<file path="config.mk">
export PLATFORM = sky130hd
export DESIGN_NAME = mag_addsub
export DESIGN_NICKNAME = d
export VERILOG_FILES = /design/src/rtl/addsub_pkg.sv /design/src/rtl/addsub_invert.sv /design/src/rtl/addsub_ripple.sv /design/src/rtl/addsub_twos_fix.sv /design/src/rtl/addsub_mux.sv /design/src/rtl/mag_addsub.sv
export SDC_FILE = /design/constraint.sdc
export NUM_CORES = 1
export LEC_CHECK = 0
export ABC_CLOCK_PERIOD_IN_PS = 3800
export BUFFER_PORTS_ARGS = -buffer_cell sky130_fd_sc_hd__buf_2
export CAP_MARGIN = 10
export CORE_AREA = 2 2 39 41
export DETAILED_ROUTE_END_ITERATION = 12
export DIE_AREA = 0 0 41 43
export GPL_TIMING_DRIVEN = 0
export PLACE_DENSITY = 0.52
export SETUP_SLACK_MARGIN = 0.2
export SLEW_MARGIN = 0
export SYNTH_ARGS = -nofsm -noshare
export SYNTH_HDL_FRONTEND = slang
export SYNTH_SLANG_ARGS = --single-unit
</file>
<file path="constraint.sdc">
create_clock -name vclk -period 3.8
set_input_delay 0.19 -clock vclk [all_inputs]
set_output_delay 0.19 -clock vclk [all_outputs]
set_load 0.03 [all_outputs]
</file>
<file path="src/rtl/addsub_pkg.sv">
package addsub_pkg;
    typedef enum logic {
        MODE_ADD = 1'b0,
        MODE_SUB = 1'b1
    } mode_e;
endpackage

</file>
<file path="src/rtl/addsub_invert.sv">
module addsub_invert #(
    parameter int W = 4
) (
    input  logic [W-1:0] din,
    input  logic         flip,
    output logic [W-1:0] dout
);
    for (genvar i = 0; i < W; i++) begin : g_xor
        assign dout[i] = din[i] ^ flip;
    end
endmodule

</file>
<file path="src/rtl/addsub_ripple.sv">
module addsub_ripple #(
    parameter int W = 4
) (
    input  logic [W-1:0] a,
    input  logic [W-1:0] b,
    input  logic         cin,
    output logic [W-1:0] sum,
    output logic         cout
);
    logic [W:0] cy;
    assign cy[0] = cin;
    for (genvar i = 0; i < W; i++) begin : g_fa
        assign sum[i]  = a[i] ^ b[i] ^ cy[i];
        assign cy[i+1] = (a[i] & b[i]) | (a[i] & cy[i]) | (b[i] & cy[i]);
    end
    assign cout = cy[W];
endmodule

</file>
<file path="src/rtl/addsub_twos_fix.sv">
module addsub_twos_fix #(
    parameter int W = 4
) (
    input  logic [W-1:0] din,
    output logic [W-1:0] dout
);
    // seen[i] is set once a 1 has appeared strictly below bit i
    logic [W:0] seen;
    assign seen[0] = 1'b0;
    for (genvar i = 0; i < W; i++) begin : g_scan
        assign dout[i]   = din[i] ^ seen[i];
        assign seen[i+1] = seen[i] | din[i];
    end
endmodule

</file>
<file path="src/rtl/addsub_mux.sv">
module addsub_mux #(
    parameter int W = 4
) (
    input  logic [W-1:0] a,
    input  logic [W-1:0] b,
    input  logic         sel_b,
    output logic [W-1:0] y
);
    for (genvar i = 0; i < W; i++) begin : g_mux
        assign y[i] = sel_b ? b[i] : a[i];
    end
endmodule

</file>
<file path="src/rtl/mag_addsub.sv">
module mag_addsub
    import addsub_pkg::*;
#(
    parameter int W = 4
) (
    input  logic [W-1:0] opnd_m,
    input  logic [W-1:0] opnd_n,
    input  logic         mode_sub,
    output logic [W-1:0] result,
    output logic         carry_out,
    output logic         neg_flag
);
    mode_e        op;
    logic [W-1:0] n_cond;
    logic [W-1:0] raw_sum;
    logic [W-1:0] fixed;
    logic         end_carry;
    logic         need_fix;

    assign op = mode_e'(mode_sub);

    addsub_invert #(.W(W)) u_inv (
        .din  (opnd_n),
        .flip (mode_sub),
        .dout (n_cond)
    );

    addsub_ripple #(.W(W)) u_add (
        .a    (opnd_m),
        .b    (n_cond),
        .cin  (mode_sub),
        .sum  (raw_sum),
        .cout (end_carry)
    );

    addsub_twos_fix #(.W(W)) u_fix (
        .din  (raw_sum),
        .dout (fixed)
    );

    // Mode decoder: flags and correction select
    always_comb begin
        need_fix  = 1'b0;
        carry_out = 1'b0;
        neg_flag  = 1'b0;
        unique case (op)
            MODE_ADD: begin
                carry_out = end_carry;
            end
            MODE_SUB: begin
                need_fix = ~end_carry;
                neg_flag = ~end_carry;
            end
            default: begin
                need_fix = 1'b0;
            end
        endcase
    end

    addsub_mux #(.W(W)) u_sel (
        .a     (raw_sum),
        .b     (fixed),
        .sel_b (need_fix),
        .y     (result)
    );
endmodule

</file>
# After elaboration in Yosys (flattened, before gate mapping)
# Cells that the tools add are included.
[word_totals]
ff_bits = 0
inputBits = 9
mem_count = 0
wordCells = 43
latch_bits = 0
mem_bits_ro = 0
output_inout_bits = 6
ram_bits = 0
[classes]
div_mod_pow = 0
mux = 5
order_cmp = 0
mul = 0
eq_ne = 0
n_bitwise = 38
shift = 0
n_addsub = 0
reduce_logical = 0
[ops]
columns = ["operator", "n"]
rows = [
  ["$xor 1x1->1", 15],
  ["$and 1x1->1", 12],
  ["$or 1x1->1", 10],
  ["$mux 1", 5],
  ["$not 1->1", 1],
]

# Longest topological paths before layout
# Gate-level depths: netlist (run 1).
[depth]
ltp_word = 16
mapped_depth = 9
mapped_depth_nobuf = 8

# Hierarchy
# A second synthesis (run 1) with hierarchy kept.
[hier_totals]
hier_cells = 31
hier_area_um2 = 265.3
[modules_own_cells]
columns = ["mod", "area_each_um2", "cells_per_inst", "n_inst"]
rows = [
  ["addsub_ripple", 117.6, 14, 1],
  ["addsub_twos_fix", 52.6, 7, 1],
  ["addsub_mux", 45.0, 4, 1],
  ["addsub_invert", 35.0, 4, 1],
  ["mag_addsub", 15.0, 2, 1],
]

# Least setup slack after synthesis (run 1)
# No wires, ideal clock.
[synth_timing]
kind = "input to output"
from = "in mode_sub"
to = "out result[3]"
arrival_time_ns = 2.243
required_ns = 3.610
stages = 8
path_slack_ns = 1.367
n_path_buf = 1
path_cell_list = "buf_6 -> xnor2_1 -> fa_1 -> inv_1 -> fa_1 -> fa_1 -> nor3b_2 -> xor2_1"
[synth_between]
elab_chain_cells = 16
[synth_rtl]
columns = ["element", "line", "text"]
rows = [
  ["start: declaration", "mag_addsub.sv:8", "input logic mode_sub,"],
  ["$xor 1x1->1", "addsub_invert.sv:9", "assign dout[i] = din[i] ^ flip;"],
  ["$and 1x1->1", "addsub_ripple.sv:14", "assign cy[i+1] = (a[i] & b[i]) | (a[i] & cy[i]) | (b[i] & cy[i]);"],
  ["$or 1x1->1 (2 in a row)", "addsub_ripple.sv:14", ""],
  ["$and 1x1->1", "addsub_ripple.sv:14", ""],
  ["$or 1x1->1 (2 in a row)", "addsub_ripple.sv:14", ""],
  ["$and 1x1->1", "addsub_ripple.sv:14", ""],
  ["$or 1x1->1 (2 in a row)", "addsub_ripple.sv:14", ""],
  ["$and 1x1->1", "addsub_ripple.sv:14", ""],
  ["$or 1x1->1 (2 in a row)", "addsub_ripple.sv:14", ""],
  ["$not 1->1", "mag_addsub.sv:51", "need_fix = ~end_carry;"],
  ["$mux 1", "mag_addsub.sv:46", "unique case (op)"],
  ["$mux 1 (*)", "addsub_mux.sv:10", "assign y[i] = sel_b ? b[i] : a[i];"],
  ["end: declaration", "mag_addsub.sv:9", "output logic [W-1:0] result,"],
]
# Mark *: on every way between the ends. The rest lies on a longest branch, timed or not.

# Worst setup path in the final report (run 1)
[layout_timing]
from = "in mode_sub"
to = "out result[2]"
# Same word-level chain as after synthesis.

==> results.cfg, run 1 <==
[placement]
place_inst = 53
dpl_cell_area_um2 = 319
post-place-ws_ns = 1.38
gp_congestion = 0.620
numPortBuffers = 14
place_hpwl_um = 339

[drt]
post_drt_wl_per_cell_um = 6.66
drt_first_pass_iters = 1
vias = 195
drc = 0
drtIter0Drc = 0
wirelength_um = 353
ant_nets = 0
via_per_inst = 3.68

[sta]
slew_viol_final = 0
setup_viol = 0
rsz0062_at_grt = false
worstMarginPinSlew_ns = 0.186
final.setup.worst_slack_ns = 1.40
finalHoldViolCount = 0
finalCritPeriodShare = 0.631
slew_headroom = 0.875
fmax_mhz = 417
hold_slack_ns = 0.708
period_needed_ns = 2.40
setup_tns_ns = 0

[final_layout]
nClkBuffers = 0
n_fill_cell = 155
fin_cells = 53
fin_util = 0.231
multi_input_area_um2 = 199
drive_above_1_share = 0.486
register_area_um2 = 0
n_antenna_cell = 0
num-nets-final = 53
design.seq.count = 0
areaGrowthSynthToFinish_pct = 39.3
design_area_um2 = 319

[worst_setup_path]
crit_required_ns = 3.61
crit_arrival_ns = 2.21
cp_max_fo = 8
crit_path_start_kind = input port
path_class = input port to primary output
crit_path_end_kind = primary output

[die]
io_pins = 15
core_area_um2 = 1380
rows = 14
die_x_um = 41
die_area_um2 = 1760
die_height_um = 43
initial_core_util = 0.165

[outcome]
status = finished, final reports clean

[hold_path]
worstHoldPathType = input port to primary output

[grt]
grt_pass1_vias = 143
grt_max_degree = 9
antenna_found_initial = 0
grt_usage = 0.0422
grt_overflow = 0
grt_pass1_wl_um = 565

[synthesis]
synth_area_leaders = fa_1 (26%), xor2_1 (15%), ha_1 (11%)
yosysMostFrequentCell = inv_1
seq_area_frac_synth = 0
yosysTopAreaCellShare = 0.262
yosys.area.top_type = fa_1
synth.avg_cell_area_um2 = 9.96
syn_nets = 37
synth_common_cells = inv_1 (5), xor2_1 (4), fa_1 (3)
ys_warn_count = 0
synth_cell_types = 13
syn_inst = 23
syn_area_um2 = 229

[clock_network]
cts_resized = 0
ctsHoldBuffers = 0
post-cts-setup-buffers = 0

[power]
power_density_nw_per_um2 = 300
p_leak_nw = 0.182
fin_total_pwr_mw = 0.0957
ir_drop_v = 0.000102

[run]
maxCapViolCount = 0
-- logic make-up (layout without fill, tap and decap cells) --
group                    after synthesis  after routing  share of synthesized area
AND/OR/NAND/NOR                        4              4                      0.175
buffers and inverters                  6             20                      0.131
XOR/XNOR                               5              5                      0.191
AO/OA/AOI/OAI                          1              1                     0.0218
multiplexers                           2              2                      0.109
adder cells (fa/ha/maj)                5              5                      0.372
-- cells in the final DEF (no fill, tap or decap) --
cell / instances
nor2b_1: 1
mux2_4: 1
nor3b_1: 1
xnor2_1: 1
ha_1: 2
nor3b_2: 1
xor2_1: 4
fa_1: 3
buf_2: 14
buf_6: 1
nand2b_4: 1
mux2i_1: 1
inv_1: 5
a21oi_1: 1
-- final cells by class --
class | instances | share of cell area
multi-input cells | 17 | 0.624
inverters | 5 | 0.0588
plain buffers | 1 | 0.0353
well taps | 16 | 0.0627
repair buffers | 14 | 0.220
-- report_power, final --
part | leakage [nW] | switching, mW | total, mW | internal [mW]
combinational | 0.182 | 0.0573 | 0.0957 | 0.0384
sequential | 0 | 0 | 0 | 0
clock | 0 | 0 | 0 | 0
total | 0.182 | 0.0573 | 0.0957 | 0.0384
-- path summary, 6_finish.rpt --
kind,start,to,slack [ns],cells past startpoint
max,mode_sub,result[2],1.40,9
min,mode_sub,carry_out,0.71,3
-- metal layers --
layer / track usage / share of wire
met5: 0 / 0
met4: 0 / 0
met3: 0 / 0.12
met2: 0.0656 / 0.46
met1: 0.0677 / 0.42
-- worst max-delay path, stage by stage --
cell,delay [ns]
buf_6,0.12
xnor2_1,0.20
fa_1,0.20
inv_1,0.05
fa_1,0.37
fa_1,0.44
nand2b_4,0.18
mux2_4,0.29
buf_2,0.17
Note: power is estimated with default switching activity, not from simulation.
==> run 2: changes to the inputs <==
Settings changed: ABC_CLOCK_PERIOD_IN_PS 3800 to 2300.
Clock period 3.8 ns to 2.3 ns, I/O delays scaled along.
==> results.cfg, run 2 (synthesized netlist as in run 1, its figures left out) <==
[power]
power_density_nw_per_um2 = 477
clkPwrFrac = 0
ir_drop_v = 0.000167
p_leak_nw = 0.209
fin_total_pwr_mw = 0.203
sw_frac_of_total = 0.533
p_sw_mw = 0.108
power_frac_seq = 0
pwr-share-comb = 1.000
internal_power_mw = 0.0949

[sta]
setup_tns_ns = 0
finalHoldViolCount = 0
rsz0062_at_grt = true
slew_viol_final = 0
slew_headroom = 0.843
period_needed_ns = 2.14
worstMarginPinSlew_ns = 0.236
finalCritPeriodShare = 0.929
setup_viol = 0
fmax_mhz = 468

[worst_setup_path]
path_common_cell = fa_2
crit_path_start_kind = input port
crit_required_ns = 2.18
slowest_stage = fa_2
crit_arrival_ns = 2.02
cp_max_fo = 4
cp_cell_sequence = buf_8, mux2i_4, fa_2, inv_2, fa_2, fa_2, nand2b_4, mux2_4, buf_2
crit_path_end_kind = primary output
slowest_delay_ns = 0.39
path_class = input port to primary output

[grt]
grt_pass1_wl_um = 572
grt.busiest_layer = met2
grt.met3_usage = 0
grt_usage = 0.0432
grt_overflow = 0
use_met2 = 0.0813
grt_pass1_vias = 153
grt_max_degree = 9
antenna_found_initial = 0
met1_usage = 0.0548

[final_layout]
areaGrowthSynthToFinish_pct = 85.8
register_area_um2 = 0
num-nets-final = 56
fin_cells = 56
n_antenna_cell = 0
nClkBuffers = 0
design.seq.count = 0
n_fill_cell = 155
final_common_cell = buf_2
design_area_um2 = 425
drive_above_1_share = 0.750
layout_common_cells = buf_2 (12), inv_1 (4), xor2_1 (3), fa_2 (3), buf_4 (3)

[outcome]
status = finished, final reports clean

[die]
rows = 14
io_pins = 15
core_area_um2 = 1380
initial_core_util = 0.165
die_x_um = 41
die_height_um = 43
die_area_um2 = 1760

[placement]
gp_congestion = 0.603
dpl_cell_area_um2 = 330
numPortBuffers = 14
place_hpwl_um = 348
place_inst = 53

[run]
maxCapViolCount = 0

[drt]
drtIter0Drc = 1
post_drt_wl_per_cell_um = 8.55
drc = 0
ant_nets = 0
via_per_inst = 3.61
vias = 202
drt_first_pass_iters = 2
wirelength_um = 479

[hold_path]
hp-start = opnd_m[0]
min_path_cells = 3
hold_end = result[0]
worstHoldPathType = input port to primary output

[clock_network]
ctsHoldBuffers = 0
[run 2: cell types whose count changed in the layout (fill, tap and decap cells not counted), sizes merged]
cell / delta
buf: +3
[run 2: stage by stage]
stage          hold WS [ns]  setup WS [ns]  utilization
2_1_floorplan         0.413          0.134            -
3_3_place_gp          0.563         0.0171        0.239
3_5_place_dp          0.565      0.0000340        0.239
4_1_cts               0.540          0.131        0.265
5_1_grt               0.632         0.0813        0.307
6_report              0.608          0.163        0.307
[run 2: how the worst max path moves through the flow]
stage / start / end / slack, ns
floorplan: mode_sub / result[3] / 0.13
global placement: mode_sub / result[2] / 0.02
detailed placement: mode_sub / result[2] / 0.00003
CTS: mode_sub / result[2] / 0.13
global route: opnd_n[0] / result[2] / 0.08
finish: opnd_n[0] / result[2] / 0.16
[run 2: layer usage]
metal	routed length [um]	vias to the layer above
li1	-	103
met1	154	91
met2	276	8
met3	48	0
met4	0	0
met5	0	-
[run 2: cell type report]
class / count / area [um^2] / share of cell area
Tap cell: 16 / 20.0 / 0.0471
Multi-Input combinational cell: 17 / 258 / 0.606
Inverter: 5 / 18.8 / 0.0441
Buffer: 1 / 20.0 / 0.0471
Timing Repair Buffer: 17 / 109 / 0.256
[run 2: power by group through the flow]
stage	Combinational, mW	Clock, mW	Sequential (mW)
finish	0.203	0	0
global route	0.218	0	0
CTS	0.192	0	0
detailed placement	0.170	0	0
global placement	0.169	0	0
floorplan	0.130	0	0
[run 2: critical path: cells and delay by family]
kind | cells | cell delay (ns)
adders and majority gates | 3 | 0.93
buffers and inverters | 3 | 0.29
muxes | 2 | 0.51
and+or+nand+nor | 1 | 0.18
[run 2: what timing repair did]
item                       CTS  global route
buffers inserted             0             3
setup endpoints to repair    3             3
cloned                       0             0
pin swaps                    2             2
gates resized for setup      9             7
